File: src/rtl/trr_pkg.sv
package trr_pkg;
  localparam int RATIO_W = 16;
  localparam int INDEX_W = RATIO_W + 2;
  localparam int FRAC_W  = 8;
  localparam int NBINS   = 4;
  localparam int NSCORED = 3;

  typedef enum logic [1:0] {
    ST_IDLE,
    ST_LOAD,
    ST_WAIT,
    ST_SUM
  } trr_state_e;
endpackage

File: src/rtl/trr_classify.sv
module trr_classify #(
  parameter int TW         = 8,
  parameter int HOT_ABOVE  = 78,
  parameter int MID_MIN    = 74,
  parameter int COOL_BELOW = 72
) (
  input  logic [TW-1:0] temp,
  output logic [3:0]    bin_hit
);
  localparam logic [TW-1:0] HOT_T  = TW'(HOT_ABOVE);
  localparam logic [TW-1:0] MID_T  = TW'(MID_MIN);
  localparam logic [TW-1:0] COOL_T = TW'(COOL_BELOW);

  logic is_hot, is_mid, is_cool;

  always_comb begin
    is_hot     = temp > HOT_T;
    is_mid     = (temp >= MID_T) && (temp <= HOT_T);
    is_cool    = temp < COOL_T;
    bin_hit[0] = is_hot;
    bin_hit[1] = is_mid;
    bin_hit[2] = is_cool;
    bin_hit[3] = !(is_hot || is_mid || is_cool);
  end
endmodule

File: src/rtl/trr_div.sv
module trr_div #(
  parameter int NW = 18,
  parameter int DW = 10
) (
  input  logic          clk,
  input  logic          rst_n,
  input  logic          start,
  input  logic [NW-1:0] dividend,
  input  logic [DW-1:0] divisor,
  output logic          busy,
  output logic          done,
  output logic [NW-1:0] quot
);
  localparam int CNTW = $clog2(NW + 1);

  logic [DW:0]     rem_q, rem_d, shifted;
  logic [NW-1:0]   dq_q, dq_d;
  logic [DW-1:0]   dsr_q, dsr_d;
  logic [CNTW-1:0] cnt_q, cnt_d;
  logic            busy_q, busy_d, done_q, done_d, fits;

  always_comb begin
    shifted = {rem_q[DW-1:0], dq_q[NW-1]};
    fits    = shifted >= {1'b0, dsr_q};
    rem_d   = rem_q;
    dq_d    = dq_q;
    dsr_d   = dsr_q;
    cnt_d   = cnt_q;
    busy_d  = busy_q;
    done_d  = 1'b0;
    if (start) begin
      rem_d  = '0;
      dq_d   = dividend;
      dsr_d  = divisor;
      cnt_d  = CNTW'(NW);
      busy_d = 1'b1;
    end else if (busy_q) begin
      rem_d = fits ? (shifted - {1'b0, dsr_q}) : shifted;
      dq_d  = {dq_q[NW-2:0], fits};
      cnt_d = cnt_q - 1'b1;
      if (cnt_q == CNTW'(1)) begin
        busy_d = 1'b0;
        done_d = 1'b1;
      end
    end
  end

  always_ff @(posedge clk or negedge rst_n) begin
    if (!rst_n) begin
      rem_q  <= '0;
      dq_q   <= '0;
      dsr_q  <= '0;
      cnt_q  <= '0;
      busy_q <= 1'b0;
      done_q <= 1'b0;
    end else begin
      rem_q  <= rem_d;
      dq_q   <= dq_d;
      dsr_q  <= dsr_d;
      cnt_q  <= cnt_d;
      busy_q <= busy_d;
      done_q <= done_d;
    end
  end

  assign busy = busy_q;
  assign done = done_q;
  assign quot = dq_q;


  start_idle_chk: assert property (@(posedge clk) disable iff (!rst_n)
    start |-> !busy_q);


  rem_bound_chk: assert property (@(posedge clk) disable iff (!rst_n)
    done_q |-> (rem_q < {1'b0, dsr_q}));
endmodule

File: src/rtl/trr_eval.sv
module trr_eval
  import trr_pkg::*;
#(
  parameter int TW         = 8,
  parameter int CW         = 10,
  parameter int HOT_ABOVE  = 78,
  parameter int MID_MIN    = 74,
  parameter int COOL_BELOW = 72
) (
  input  logic               clk,
  input  logic               rst_n,
  input  logic               samp_valid,
  input  logic [TW-1:0]      samp_temp,
  input  logic [CW-1:0]      win_len,
  input  logic [CW-1:0]      des_hot,
  input  logic [CW-1:0]      des_mid,
  input  logic [CW-1:0]      des_cool,
  output logic               res_valid,
  output logic [RATIO_W-1:0] ratio_hot,
  output logic [RATIO_W-1:0] ratio_mid,
  output logic [RATIO_W-1:0] ratio_cool,
  output logic [INDEX_W-1:0] index_sum,
  output logic [2:0]         err_zero,
  output logic [CW-1:0]      res_cnt_hot,
  output logic [CW-1:0]      res_cnt_mid,
  output logic [CW-1:0]      res_cnt_cool,
  output logic [CW-1:0]      res_cnt_gap
);
  localparam int NW = CW + FRAC_W;
  localparam logic [NW-1:0] QMAX = NW'(17'h0FFFF);

  logic [3:0] bin_hit;
  logic       win_end;

  logic [NBINS-1:0][CW-1:0]   cnt_q, cnt_d, snap_cnt_q, snap_cnt_d, rcnt_q, rcnt_d;
  logic [NSCORED-1:0][CW-1:0] snap_des_q, snap_des_d;
  logic [NSCORED-1:0][RATIO_W-1:0] work_q, work_d, ratio_q, ratio_d;
  logic [CW-1:0]      wcnt_q, wcnt_d;
  logic [2:0]         werr_q, werr_d, err_q, err_d;
  logic [INDEX_W-1:0] idx_q, idx_d;
  logic               rv_q, rv_d;
  trr_state_e         state_q, state_d;
  logic [1:0]         bidx_q, bidx_d;

  logic               div_start, div_busy, div_done;
  logic [NW-1:0]      div_quot;
  logic [RATIO_W-1:0] div_sat;

  trr_classify #(
    .TW(TW), .HOT_ABOVE(HOT_ABOVE), .MID_MIN(MID_MIN), .COOL_BELOW(COOL_BELOW)
  ) u_class (
    .temp    (samp_temp),
    .bin_hit (bin_hit)
  );

  trr_div #(.NW(NW), .DW(CW)) u_div (
    .clk      (clk),
    .rst_n    (rst_n),
    .start    (div_start),
    .dividend ({snap_cnt_q[bidx_q], {FRAC_W{1'b0}}}),
    .divisor  (snap_des_q[bidx_q]),
    .busy     (div_busy),
    .done     (div_done),
    .quot     (div_quot)
  );

  assign win_end = samp_valid && (({1'b0, wcnt_q} + 1'b1) >= {1'b0, win_len});
  assign div_sat = (div_quot > QMAX) ? {RATIO_W{1'b1}} : div_quot[RATIO_W-1:0];

  // window and bin counters
  always_comb begin
    cnt_d  = cnt_q;
    wcnt_d = wcnt_q;
    if (win_end) begin
      cnt_d  = '0;
      wcnt_d = '0;
    end else if (samp_valid) begin
      wcnt_d = wcnt_q + 1'b1;
      for (int i = 0; i < NBINS; i++)
        if (bin_hit[i]) cnt_d[i] = cnt_q[i] + 1'b1;
    end
  end

  // scoring sequencer
  always_comb begin
    state_d    = state_q;
    bidx_d     = bidx_q;
    snap_cnt_d = snap_cnt_q;
    snap_des_d = snap_des_q;
    work_d     = work_q;
    werr_d     = werr_q;
    ratio_d    = ratio_q;
    err_d      = err_q;
    idx_d      = idx_q;
    rcnt_d     = rcnt_q;
    rv_d       = 1'b0;
    div_start  = 1'b0;
    case (state_q)
      ST_IDLE: begin
        if (win_end) begin
          for (int i = 0; i < NBINS; i++)
            snap_cnt_d[i] = cnt_q[i] + {{(CW-1){1'b0}}, bin_hit[i]};
          snap_des_d = {des_cool, des_mid, des_hot};
          bidx_d     = 2'd0;
          state_d    = ST_LOAD;
        end
      end
      ST_LOAD: begin
        if (snap_des_q[bidx_q] == '0) begin
          work_d[bidx_q] = {RATIO_W{1'b1}};
          werr_d[bidx_q] = 1'b1;
          if (bidx_q == 2'd2) state_d = ST_SUM;
          else bidx_d = bidx_q + 1'b1;
        end else begin
          div_start = 1'b1;
          state_d   = ST_WAIT;
        end
      end
      ST_WAIT: begin
        if (div_done) begin
          work_d[bidx_q] = div_sat;
          werr_d[bidx_q] = 1'b0;
          if (bidx_q == 2'd2) begin
            state_d = ST_SUM;
          end else begin
            bidx_d  = bidx_q + 1'b1;
            state_d = ST_LOAD;
          end
        end
      end
      default: begin
        ratio_d = work_q;
        err_d   = werr_q;
        idx_d   = INDEX_W'(work_q[0]) + INDEX_W'(work_q[1]) + INDEX_W'(work_q[2]);
        rcnt_d  = snap_cnt_q;
        rv_d    = 1'b1;
        state_d = ST_IDLE;
      end
    endcase
  end

  always_ff @(posedge clk or negedge rst_n) begin
    if (!rst_n) begin
      cnt_q      <= '0;
      wcnt_q     <= '0;
      state_q    <= ST_IDLE;
      bidx_q     <= '0;
      snap_cnt_q <= '0;
      snap_des_q <= '0;
      work_q     <= '0;
      werr_q     <= '0;
      ratio_q    <= '0;
      err_q      <= '0;
      idx_q      <= '0;
      rcnt_q     <= '0;
      rv_q       <= 1'b0;
    end else begin
      cnt_q      <= cnt_d;
      wcnt_q     <= wcnt_d;
      state_q    <= state_d;
      bidx_q     <= bidx_d;
      snap_cnt_q <= snap_cnt_d;
      snap_des_q <= snap_des_d;
      work_q     <= work_d;
      werr_q     <= werr_d;
      ratio_q    <= ratio_d;
      err_q      <= err_d;
      idx_q      <= idx_d;
      rcnt_q     <= rcnt_d;
      rv_q       <= rv_d;
    end
  end

  assign res_valid    = rv_q;
  assign ratio_hot    = ratio_q[0];
  assign ratio_mid    = ratio_q[1];
  assign ratio_cool   = ratio_q[2];
  assign index_sum    = idx_q;
  assign err_zero     = err_q;
  assign res_cnt_hot  = rcnt_q[0];
  assign res_cnt_mid  = rcnt_q[1];
  assign res_cnt_cool = rcnt_q[2];
  assign res_cnt_gap  = rcnt_q[3];


  one_bin_chk: assert property (@(posedge clk) disable iff (!rst_n)
    samp_valid |-> $onehot(bin_hit));


  bins_match_window_chk: assert property (@(posedge clk) disable iff (!rst_n)
    ((CW+2)'(cnt_q[0]) + (CW+2)'(cnt_q[1]) + (CW+2)'(cnt_q[2]) + (CW+2)'(cnt_q[3]))
      == (CW+2)'(wcnt_q));


  rv_pulse_chk: assert property (@(posedge clk) disable iff (!rst_n)
    res_valid |=> !res_valid);


  results_hold_chk: assert property (@(posedge clk) disable iff (!rst_n)
    !res_valid |-> ($stable(index_sum) && $stable(err_zero)));


  err_sat_chk: assert property (@(posedge clk) disable iff (!rst_n)
    res_valid |-> ((!err_zero[0] || ratio_hot  == 16'hFFFF) &&
                   (!err_zero[1] || ratio_mid  == 16'hFFFF) &&
                   (!err_zero[2] || ratio_cool == 16'hFFFF)));
endmodule

File: config.mk
export PLATFORM = sky130hd
export DESIGN_NAME = trr_eval
export DESIGN_NICKNAME = d
export VERILOG_FILES = /design/src/rtl/trr_pkg.sv /design/src/rtl/trr_classify.sv /design/src/rtl/trr_div.sv /design/src/rtl/trr_eval.sv
export SDC_FILE = /design/constraint.sdc
export NUM_CORES = 1
export LEC_CHECK = 0
export ABC_CLOCK_PERIOD_IN_PS = 7100
export CORE_ASPECT_RATIO = 1.5
export CORE_UTILIZATION = 62
export CTS_CLUSTER_SIZE = 16
export DETAILED_ROUTE_END_ITERATION = 7
export HOLD_SLACK_MARGIN = 0.05
export PLACE_DENSITY = 0.86
export RECOVER_POWER = 50
export SLEW_MARGIN = 25
export SYNTH_ARGS = -nofsm -noshare
export SYNTH_HDL_FRONTEND = slang
export SYNTH_SLANG_ARGS = --single-unit
export TNS_END_PERCENT = 1
File: constraint.sdc
create_clock -name clk -period 7.1 [get_ports clk]
set_clock_uncertainty 0.1 [all_clocks]
set_input_delay 2.13 -clock clk [delete_from_list [all_inputs] [get_ports clk]]
set_output_delay 2.13 -clock clk [all_outputs]
set_load 0.01 [all_outputs]
==> flow_results.org, run 1 <==
** Run status
- The run finished, with violations left.
- The checks that failed: max-capacitance violations, max-slew violations.

** Placed design
- Global placer's final weighted congestion :: 0.868
- Port-buffer cells :: 160
- Placed wire-length estimate :: 26.4 mm
- Before CTS, the worst setup slack after placement is 1.51 ns.
- In this run the cell area measured after placement is 18000 µm².

** Timing
- Setup violations remaining at the end of the flow were counted as 0.
- For the pin with the worst max-slew slack, the measured transition is 2.64 ns.
- For this run, the top clock speed supported by timing is 203 MHz.
- Setup_tns :: 0 ns
- Final Cycle Share :: 0.695
- Measured against its own limit, the worst slew margin works out to -0.757.
- Max-slew violation count :: 133
- Subtracting the final worst setup slack from the clock period gives 4.93 ns.
- Count of final hold-check violations :: 0
- After layout, the worst setup slack is 2.17 ns.
- The tightest hold path in the finished design has a slack of 0.383 ns.
- Setup repair after global routing left no endpoint under its margin.

** Floorplanning
- The die is 134 µm wide.
- Initial Util :: 0.630
- The floorplan has 72 rows.
- The floorplan step defined a die boundary enclosing 26800 µm².
- Number of top-level design ports :: 161
- Area of the placeable core :: 25800 µm²
- The die is 200 µm tall.

** Clock network
- The clock reaches the later pin of the worst-skew pair after 0.55 ns.
- CTS max path bufs :: 3
- Post-CTS timing repair inserted 0 buffers for setup.
- In this run the number of H-tree levels came out at 1.
- Total CTS buffers :: 30
- For this design, the sink count on the clock tree is 330.
- The tree is rooted in a sky130_fd_sc_hd__clkbuf_16.
- TritonCTS built the clock tree.
- Post-CTS resize count :: 0
- Clock-pin slew was measured on the worst setup and hold paths at 0.06 ns.
- Number of hold buffers added after CTS :: 0

** Yosys
- Number of synthesized register bits :: 330
- Part of the Yosys area used for sequential elements :: 0.509
- By area the synthesized netlist is led by sky130_fd_sc_hd__dfrtp_1, sky130_fd_sc_hd__mux2_2, sky130_fd_sc_hd__ha_1.
- In this run the cell area of the synthesized design comes to 16200 µm².
- In this run the mean area of a mapped cell was 11.2 µm².
- The number of nets in the synthesized netlist is 1571.
- Post-synth top cells :: sky130_fd_sc_hd__dfrtp_1, sky130_fd_sc_hd__mux2_2, sky130_fd_sc_hd__nand2_1, sky130_fd_sc_hd__o21ai_0, sky130_fd_sc_hd__nor2_1
- The most used flip-flop cell after synthesis is sky130_fd_sc_hd__dfrtp_1.
- Synth unique cells :: 62
- Warning count from the yosys run :: 0
- After synthesis, the share of flip-flops with an asynchronous set or reset is 1.00.
- Synthesis handed over a netlist of 1445 instances.
- Most area-hungry cell type in the Yosys netlist :: sky130_fd_sc_hd__dfrtp_1
- Yosys instantiated no cell more often than sky130_fd_sc_hd__dfrtp_1.
- The share of synthesized area in the top cell type comes to 0.509.
- In this run, synthesis inferred 0 flip-flops with an integrated enable.

** Layout
- Final net count :: 1696
- The finished cells cover 19000 µm².
- Area of the multi-input gates :: 7480 µm²
- Sequential standard cell area :: 8260 µm²
- Share of cells above drive strength 1 :: 0.140
- Count of fill cells added during filler insertion :: 1774
- The area growth from synthesis to layout is 17.0%.

** Setup path
- Together, buffers and inverters on the worst path number 4.
- For this run, the slowest stage of the critical path takes 0.60 ns.
- On the critical path, the stage with the largest delay is an instance of sky130_fd_sc_hd__and3_4.
- The worst setup path is captured at a register.
- Dominant delay contributor by cell family on the critical path :: buffers and inverters
- Required time of the critical path :: 7.43 ns
- Signal arrival time at the worst endpoint :: 5.26 ns
- Maximum net fanout on the critical path :: 67
- Type of the worst setup path :: in2reg
- Startpoint type of the worst setup path :: input port
- Series of cell instances along the critical path :: clkdlybuf4s50_1 -> inv_1 -> ha_1 -> a211o_1 -> a31oi_1 -> o21ai_0 -> a41o_1 -> buf_4 -> and3_4 -> buf_12 -> mux2_2

** Route
- Dividing the detail-routed via count by the number of cells gives 6.13.
- For this run, the detailed router's first-pass iteration total came to 5.
- Number of remaining DRC errors :: 0
- For this block, the initial DRC count from the detailed router was 764.
- Via count of the routed design :: 11800
- Routed Wire Length :: 37.6 mm
- After detailed routing, the average wire length per cell comes to 19.5 µm.
- Post-route antenna net violation count :: 0

** Global routing
- The first global-routing pass estimated 61.7 mm of wire.
- For met1 alone, demand over resource in global routing was 0.337.
- The layer flagged by global routing as most heavily used is met2.
- GR met2 Demand/Resource :: 0.521
- Total Routing Usage GR :: 0.288
- Global-route track usage on met3 :: 0.0304
- The total overflow left after global routing is 0.
- The initial antenna violation count was 1.
- Largest net degree at the start of global routing :: 167
- Number of global-route vias before repair :: 12200

** Pwr
- IR analysis of the VDD net gives a maximum drop of 247 µV.
- For this design the static power due to leakage is 0.00818 µW.
- In this run the power density over the cells is 447 nW/µm².

** Min path
- Min-delay worst type :: reg2reg

** Run
- Max Cap Viol :: 3
[metrics by stage]
step,util,std cells,total power [µW]
global placement,0.700,1870,6680
floorplan,-,1445,5550
detailed placement,0.700,1870,6900
finish,0.737,1925,8480
global route,0.737,1925,9010
CTS,0.737,1923,8480
[cell usage in the layout (no fill, tap or decap), types with 6 or more instances in the layout]
cell type / count
sky130_fd_sc_hd__nand4_1: 16
sky130_fd_sc_hd__o21ai_0: 106
sky130_fd_sc_hd__fa_1: 18
sky130_fd_sc_hd__a21o_1: 12
sky130_fd_sc_hd__o21a_1: 6
sky130_fd_sc_hd__a21oi_1: 64
sky130_fd_sc_hd__nand3_1: 35
sky130_fd_sc_hd__a31oi_1: 8
sky130_fd_sc_hd__clkbuf_16: 31
sky130_fd_sc_hd__mux4_2: 10
sky130_fd_sc_hd__clkbuf_1: 11
sky130_fd_sc_hd__o2bb2ai_1: 54
sky130_fd_sc_hd__nand2_1: 116
sky130_fd_sc_hd__clkdlybuf4s50_1: 159
sky130_fd_sc_hd__inv_1: 51
sky130_fd_sc_hd__ha_1: 57
sky130_fd_sc_hd__dfrtp_1: 329
sky130_fd_sc_hd__mux2i_1: 28
sky130_fd_sc_hd__xor2_1: 28
sky130_fd_sc_hd__nor3_1: 11
sky130_fd_sc_hd__nor2b_1: 12
sky130_fd_sc_hd__o31ai_1: 16
sky130_fd_sc_hd__a22oi_1: 13
sky130_fd_sc_hd__buf_4: 7
sky130_fd_sc_hd__xnor2_1: 34
sky130_fd_sc_hd__clkbuf_8: 6
sky130_fd_sc_hd__nor2_1: 98
sky130_fd_sc_hd__and3_1: 17
sky130_fd_sc_hd__mux2_2: 145
[area by class of cell]
type | instances | area share
diodes | 1 | 0.000132
clock inverters | 7 | 0.00224
inverters | 51 | 0.0101
well taps | 333 | 0.0219
flip-flops and latches | 330 | 0.435
multi-input cells | 986 | 0.394
clock buffers | 46 | 0.0470
repair buffers | 171 | 0.0899
[path summary, 6_finish.rpt]
path | slack, ns | from | depth (start not counted) | to
setup / recovery | 2.17 | win_len[2] | 11 | snap_cnt_q[11]
hold / removal | 0.38 | u_div.dsr_q[2] | 2 | u_div.dsr_q[2]
setup reg to reg | 2.61 | bidx_q[0] | 7 | work_q[36]
hold reg to reg | 0.38 | u_div.dsr_q[2] | 2 | u_div.dsr_q[2]
max in group asynchronous | 2.58 | rst_n | 2 | index_sum[13]
min in group asynchronous | 1.44 | rst_n | 1 | work_q[32]
[registers in the layout (all words and copies together) (netlist names), 16 cells and up, named ones only]
| register | flops |
|---|---|
| ratio_hot | 16 |
| ratio_cool | 16 |
| index_sum | 18 |
| snap_cnt_q | 40 |
| work_q | 48 |
| cnt_q | 40 |
| u_div.quot | 18 |
| snap_des_q | 30 |
| ratio_mid | 16 |
[tightest hold or removal path: stages (launching register included)]
cell,delay [ns]
sky130_fd_sc_hd__dfrtp_1,0.34
sky130_fd_sc_hd__nand2_1,0.05
sky130_fd_sc_hd__o21ai_0,0.06
[layer usage]
metal | up-vias | wire length [µm]
li1 | 5402 | -
met1 | 5883 | 14300
met5 | - | 0
met4 | 0 | 1770
met3 | 106 | 1590
met2 | 404 | 20000
[power by group]
group / total (µW) / leakage (µW) / switching, µW / internal (µW)
clock: 1540 / 0.000464 / 683 / 861
combinational: 3860 / 0.00369 / 2030 / 1830
sequential: 3080 / 0.00403 / 577 / 2500
[logic make-up after synthesis]
| kind of cell | Yosys count | share of synthesized area |
|---|---|---|
| XOR/XNOR | 62 | 0.0335 |
| AND/OR/NAND/NOR | 340 | 0.0972 |
| buffers and inverters | 129 | 0.0308 |
| multiplexers | 186 | 0.134 |
| AO/OA/AOI/OAI | 323 | 0.130 |
| adder cells (fa/ha/maj) | 75 | 0.0662 |
| flip-flops | 330 | 0.509 |
Power figures use the tool's default switching activity.
==> run 2, diff against run 1 <==
Settings changed: ABC_CLOCK_PERIOD_IN_PS 7100 to 4350, CORE_UTILIZATION 62 to 52, PLACE_DENSITY 0.86 to 0.77.
Clock period 7.1 ns to 4.35 ns, I/O delays scaled along.
==> run 2 against run 1 <==
Net effect:
- the run still ends with max-capacitance violations, max-slew violations left
- sequential share of layout area decreased by 0.76 points
- combinational power increased by 62%
- power increased by 65%
- clock-buffer cell count decreased by 8
- critical path depth decreased by 2
- final cell count increased by 4.6%
- register-to-register slack got worse by 1.8 ns
- setup slack got worse by 1.5 ns
- sequential power increased by 61%
- non-clock buffer count increased by 16
- worst hold slack got worse by 0.0035 ns
- largest cell class unchanged
- highest routed layer unchanged
==> flow_results.org, run 2 (synthesized netlist as in run 1, its figures left out) <==
** Run status
- Outcome :: complete, but fails checks
- The final reports fail on max-capacitance violations, max-slew violations.

** Clock network
- Clock transition time at the flip-flop clock pins of the worst setup and hold paths :: 0.06 ns
- TritonCTS built the clock tree.
- CTS max path bufs :: 3
- Post-CTS resize count :: 0
- Latest clock arrival within the worst-skew pair :: 0.57 ns
- Number of hold buffers added after CTS :: 0
- CTS built an H-tree with a depth of 1.
- CTS Root Cell :: sky130_fd_sc_hd__clkbuf_16
- Post-CTS setup repair buffer count :: 0
- TritonCTS created 31 clock buffers.
- Counting every sink on the clock net gives 330.

** Floorplanning
- Area of the placeable core :: 30400 µm²
- In this run the core area contains 78 standard-cell rows.
- The floorplan step defined a die boundary enclosing 31900 µm².
- Number of top-level design ports :: 161
- From left edge to right edge, the die measures 146 µm.
- Initial Util :: 0.533
- Vertical die dimension :: 218 µm

** Route
- The detail route stage leaves a number of antenna-violating nets equal to 0.
- The detailed router finished its first iteration with 598 violations.
- For this block, the routed nets add up to 37.3 mm of wire.
- Detailed Routing Iterations Pass 1 :: 5
- Routed wire length per instance :: 18.5 µm
- Number of remaining DRC errors :: 0
- Drt via density :: 5.78
- The detailed router placed 11600 vias in this run.

** Min path
- The min-delay analysis places its worst path in the category reg2reg.

** Placed design
- At the end of routability-driven placement, the weighted congestion stood at 0.894.
- Port buffering added 160 buffers.
- Once detailed placement completed, the half-perimeter wirelength came to 27.0 mm.
- Pre-CTS setup slack :: 0.0516 ns

** Setup path
- Signal arrival time at the worst endpoint :: 3.98 ns
- Type of the worst setup path :: in2reg
- In this run the worst path has a maximum fanout of 53.
- STA classifies the critical path startpoint as an input port.
- The worst setup path is captured at a register.
- Required time of the critical path :: 4.69 ns

** Timing
- Unrepaired setup endpoints after global routing :: no
- In the post-route analysis, the smallest setup slack over all paths is 0.718 ns.
- Headroom to the max-slew limit came out at -0.574.
- After routing, the total negative slack on setup checks comes to 0 ns.
- Final Cycle Share :: 0.835
- Setup violations remaining at the end of the flow were counted as 0.
- Count of final hold-check violations :: 0
- Fmax :: 275 MHz
- Final Critical Period :: 3.63 ns
- Max-slew violation count :: 88
- For the pin with the worst max-slew slack, the measured transition is 2.36 ns.

** Run
- The tool flagged a number of max-cap violations equal to 1.

** Layout
- The largest registers in the layout are work_q: 48 flops, cnt_q: 40 flops, snap_cnt_q: 40 flops.
- Final net count :: 1713
- Leaving out fill and tap cells, the most frequent cell in the layout is sky130_fd_sc_hd__dfrtp_1.
- The register with the most flip-flops in the layout has 48 of them.
- The filler cells instantiated in the layout total 2445.
- Counting flops per register, the top entry is work_q.
- Share of cells above drive strength 1 :: 0.155
- Top library cells by usage in the layout, fill and taps aside :: sky130_fd_sc_hd__dfrtp_1, sky130_fd_sc_hd__clkdlybuf4s50_1, sky130_fd_sc_hd__mux2_2
- From synthesis to final layout, the design area changed by 19.1%.

** Global routing
- Summed over all layers, the global routing overflow is 0.
- Total Routing Usage GR :: 0.242
- The first global-routing pass estimated 62.1 mm of wire.
- Initial antenna violation count :: 2
- Entering global routing, the biggest net connects 103 pins.
- The via count of the first global-routing pass is 11900.

** Pwr
- Peak supply drop :: 419 µV
- In this run the static leakage power is 0.00831 µW.
- Power per cell area :: 723 nW/µm²
- Overall power consumption after layout is estimated at 14000 µW.
[run 2: worst paths after layout]
path,slack (ns),endpoint,depth (start not counted),from
worst max-delay path,0.72,snap_des_q[17],9,win_len[6]
min in group asynchronous,1.33,snap_des_q[8],1,rst_n
worst max register to register,0.83,snap_des_q[17],13,wcnt_q[0]
worst min-delay path,0.38,u_div.dsr_q[2],2,u_div.dsr_q[2]
worst min register to register,0.38,u_div.dsr_q[2],2,u_div.dsr_q[2]
max in group asynchronous,1.01,cnt_q[29],2,rst_n
[run 2: per-stage QoR]
stage	cell area, µm²	hold WS, ns	std cells	util
after global routing	19300	0.419	2013	0.635
final	19300	0.380	2013	0.635
after CTS	19300	0.385	2010	0.634
after floorplan	16200	0.350	1445	-
after global placement	18300	0.364	1953	0.600
after detailed placement	18300	0.371	1953	0.600
[run 2: where the power goes]
part	switching, µW	internal (µW)
combinational	3260	3000
clock	1180	1570
sequential	874	4080
[run 2: area by class of cell]
type	instances	area, µm²	share of cell area
inverter	51	191	0.00991
sequential	330	8260	0.427
multi-input combinational	986	7490	0.388
tap	400	500	0.0259
timing repair buffer	187	1830	0.0949
antenna	2	5.00	0.000259
clock buffer	38	852	0.0441
clock inverter	19	191	0.00991
[run 2: worst max-delay path, stage by stage]
cell and delay [ns]:
sky130_fd_sc_hd__clkdlybuf4s50_1 0.46, sky130_fd_sc_hd__inv_1 0.05, sky130_fd_sc_hd__ha_1 0.30, sky130_fd_sc_hd__o2111ai_1 0.12, sky130_fd_sc_hd__o21ai_0 0.22, sky130_fd_sc_hd__a41o_1 0.23, sky130_fd_sc_hd__and3_4 0.54, sky130_fd_sc_hd__buf_12 0.33
sky130_fd_sc_hd__mux2_2 0.38
[run 2: routing by layer]
metal  GRT usage  part of all wire  up-vias
li1            -                 -     5457
met1       0.289              0.39     5831
met2       0.447              0.54      276
met3      0.0257             0.036       67
met4      0.0934             0.033        0
met5           0                 0        -
==> run 3, diff against run 2 <==
Settings changed: ABC_CLOCK_PERIOD_IN_PS 4350 to 2950.
Clock period 4.35 ns to 2.95 ns, I/O delays scaled along.
==> run 3 against run 2 <==
Net effect:
- the flow finishes with violations (negative setup slack)
- clock power rose by 48%
- sequential share of layout area decreased by 2.7 points
- worst hold slack gained 0.0040 ns
- wire length is 5.2% higher
- die area did not move
- critical path depth stayed put
- setup slack got worse by 0.77 ns
- via count up 5.2%
==> flow_results.org, run 3 (synthesized netlist as in run 1, its figures left out) <==
** Setup path
- Startpoint type of the worst setup path :: input port
- STA puts the critical path data arrival time at 3.29 ns.
- The setup path with the least slack is of type in2reg.
- Worst setup EP type :: register
- Startpoint of the lowest-slack register-to-register path :: work_q[33]
- Required time of the critical path :: 3.24 ns
- The worst register-to-register path has a depth of 11.
- In this run the worst path has a maximum fanout of 3.
- Setup slack, reg-to-reg :: -0.05 ns
- The endpoint identified for the worst register-to-register timing path is index_sum[17].

** Timing
- For the pin with the worst max-slew slack, the measured transition is 1.24 ns.
- Final Critical Period :: 3.00 ns
- Finish-stage setup viols :: 28
- Worst setup margin :: -0.0533 ns
- In this run the tightest slew margin relative to its limit is 0.172.
- Based on the critical path, the design can be clocked at up to 333 MHz.
- Max-slew violation count :: 0
- Final Cycle Share :: 1.02
- Count of final hold-check violations :: 0
- Setup repair after global routing could not meet its margin everywhere.

** Clock network
- Clock-pin slew was measured on the worst setup and hold paths at 0.06 ns.
- Number of hold buffers added after CTS :: 0
- TritonCTS built the clock tree.
- H-tree lvl count :: 2
- CTS Root Cell :: sky130_fd_sc_hd__clkbuf_16
- CTS max path bufs :: 3
- Buffers inserted during clock tree synthesis total 34.
- CTS sink cnt :: 330
- For the worst-skew pair, the clock arrives at the later sink with an insertion delay of 0.52 ns.

** Pwr
- Power dissipated by switching net loads :: 8440 µW
- Of the total power, registers draw 0.328.
- Internal power comes to 13800 µW.
- The worst-case IR drop observed on VDD is 539 µV.
- Of the total power, combinational logic draws 0.489.
- Of the total power, the share spent switching nets is 0.380.
- Power per cell area :: 1080 nW/µm²
- Part of the power in the clock network :: 0.183
- Static leakage power :: 0.00893 µW

** Layout
- Post-layout instance count excluding filler cells :: 2113
- In the final layout, the multi-input gates occupy 7940 µm².
- Sequential standard cell area :: 8260 µm²
- Number of antenna cells inserted :: 0
- Growth of design area from synthesis to finish :: 27.0%
- Share of cells above drive strength 1 :: 0.249
- The register with the most flip-flops in the layout has 48 of them.
- The final layout contains 1818 nets.
- Register bank with the most flops :: work_q
- Most frequent standard cell in the layout excluding fill and tap cells :: sky130_fd_sc_hd__dfrtp_1
- Count of fill cells added during filler insertion :: 2256
- Top library cells by usage in the layout, fill and taps aside :: sky130_fd_sc_hd__dfrtp_1, sky130_fd_sc_hd__clkdlybuf4s50_1, sky130_fd_sc_hd__mux2_2
- The largest registers in the layout are work_q: 48 flops, cnt_q: 40 flops, snap_cnt_q: 40 flops.

** Placed design
- At the placement stage, the worst setup path has a slack of -0.556 ns.
- In this run, placement finished with an instance count of 2043.
- In this run the tool buffered the top-level ports with 160 buffer cells.
- Detailed placement ended at an HPWL of 28.3 mm.
- At the end of routability-driven placement, the weighted congestion stood at 0.912.

** Min path
- Startpoint of the most critical hold path :: u_div.dsr_q[3]
- The path with the worst hold slack has its endpoint at u_div.dsr_q[3].
- Min-delay worst type :: reg2reg
- Number of cells traversed by the worst hold path :: 2

** Run
- Max-cap violations in this run came to 0.

** Route
- Routed Wire Length :: 39.2 mm
- Detailed Routing Iterations Pass 1 :: 6
- For this block, the initial DRC count from the detailed router was 708.
- After detailed routing, the average wire length per cell comes to 18.6 µm.
- Post-route antenna net violation count :: 0
- Drt via density :: 5.79
- Via count of the routed design :: 12200
- After detailed routing, the number of remaining DRC violations is 0.

** Run status
- The flow ran to the end, but the final reports show violations.
- Violated checks :: negative setup slack

** Global routing
- Entering global routing, the biggest net connects 71 pins.
- Initial antenna violation count :: 0
- In the global route stage, overall resource usage came out at 0.251.
- The first global-routing pass estimated 64.3 mm of wire.
- The total overflow left after global routing is 0.
- The via count of the first global-routing pass was 12600.

** Floorplanning
- From bottom edge to top edge, the die measures 218 µm.
- The die covers 31900 µm².
- For this design the top-level I/O count stands at 161.
- Chip width :: 146 µm
- The initial utilization of the core area, before any placement, comes to 0.533.
- In this run the standard cell core region covers 30400 µm².
- The floorplan has 78 rows.
==> run 3: area by class of cell <==
class | instances | area share
repair buffers | 289 | 0.130
multi-input cells | 986 | 0.385
clock inverters | 8 | 0.00346
flip-flops and latches | 330 | 0.401
well taps | 400 | 0.0243
inverters | 51 | 0.00929
clock buffers | 49 | 0.0465
==> run 3: repair_timing <==
item,CTS,global route
endpoints found under the setup margin,119,144
pin swaps,15,23
resized for setup,45,78
buffers inserted,6,7
==> run 3: worst max-delay path by stage <==
stage	depth (start not counted)	slack, ns	startpoint	endpoint
floorplan	14	-0.01	wcnt_q[0]	snap_des_q[4]
global placement	11	-0.49	win_len[2]	bidx_q[0]
detailed placement	12	-0.56	win_len[2]	cnt_q[18]
CTS	9	-0.01	samp_temp[7]	cnt_q[17]
global route	13	-0.21	work_q[33]	index_sum[11]
finish	9	-0.05	samp_temp[7]	cnt_q[17]
==> run 3: metrics by stage <==
stage	setup TNS [ns]	utilization	cell area [µm²]	total power (µW)	hold slack (ns)
finish	-0.390	0.677	20600	22300	0.384
global route	-10.61	0.677	20600	23700	0.416
CTS	-0.0229	0.668	20300	21700	0.192
detailed placement	-53.71	0.627	19100	17300	0.376
global placement	-48.47	0.627	19100	16900	0.363
floorplan	-0.149	-	16300	13400	0.350
==> run 3: critical path, stage by stage <==
cell and delay [ns]:
sky130_fd_sc_hd__clkdlybuf4s50_1 0.42, sky130_fd_sc_hd__or4b_4 0.58, sky130_fd_sc_hd__nor4b_4 0.39, sky130_fd_sc_hd__buf_4 0.18
sky130_fd_sc_hd__nand4_1 0.16, sky130_fd_sc_hd__nor2_2 0.21, sky130_fd_sc_hd__a31oi_1 0.12, sky130_fd_sc_hd__o21ai_0 0.24
sky130_fd_sc_hd__o31ai_2 0.11
==> run 3: routing by layer <==
metal  vias to the layer above  global-route usage  share of wire
li1                       5657                   -              -
met4                         0               0.109          0.040
met1                      6129               0.288           0.38
met3                        94              0.0282          0.039
met2                       355               0.471           0.55
met5                         -                   0              0
==> run 3: power groups by stage <==
| stage | clock network (µW) | registers [µW] | logic, µW |
|---|---|---|---|
| after floorplan | 0 | 7180 | 6200 |
| after global placement | 0 | 7240 | 9670 |
| after detailed placement | 0 | 7310 | 10000 |
| after CTS | 4140 | 7260 | 10300 |
| after global routing | 4310 | 7480 | 11900 |
| final | 4080 | 7300 | 10900 |
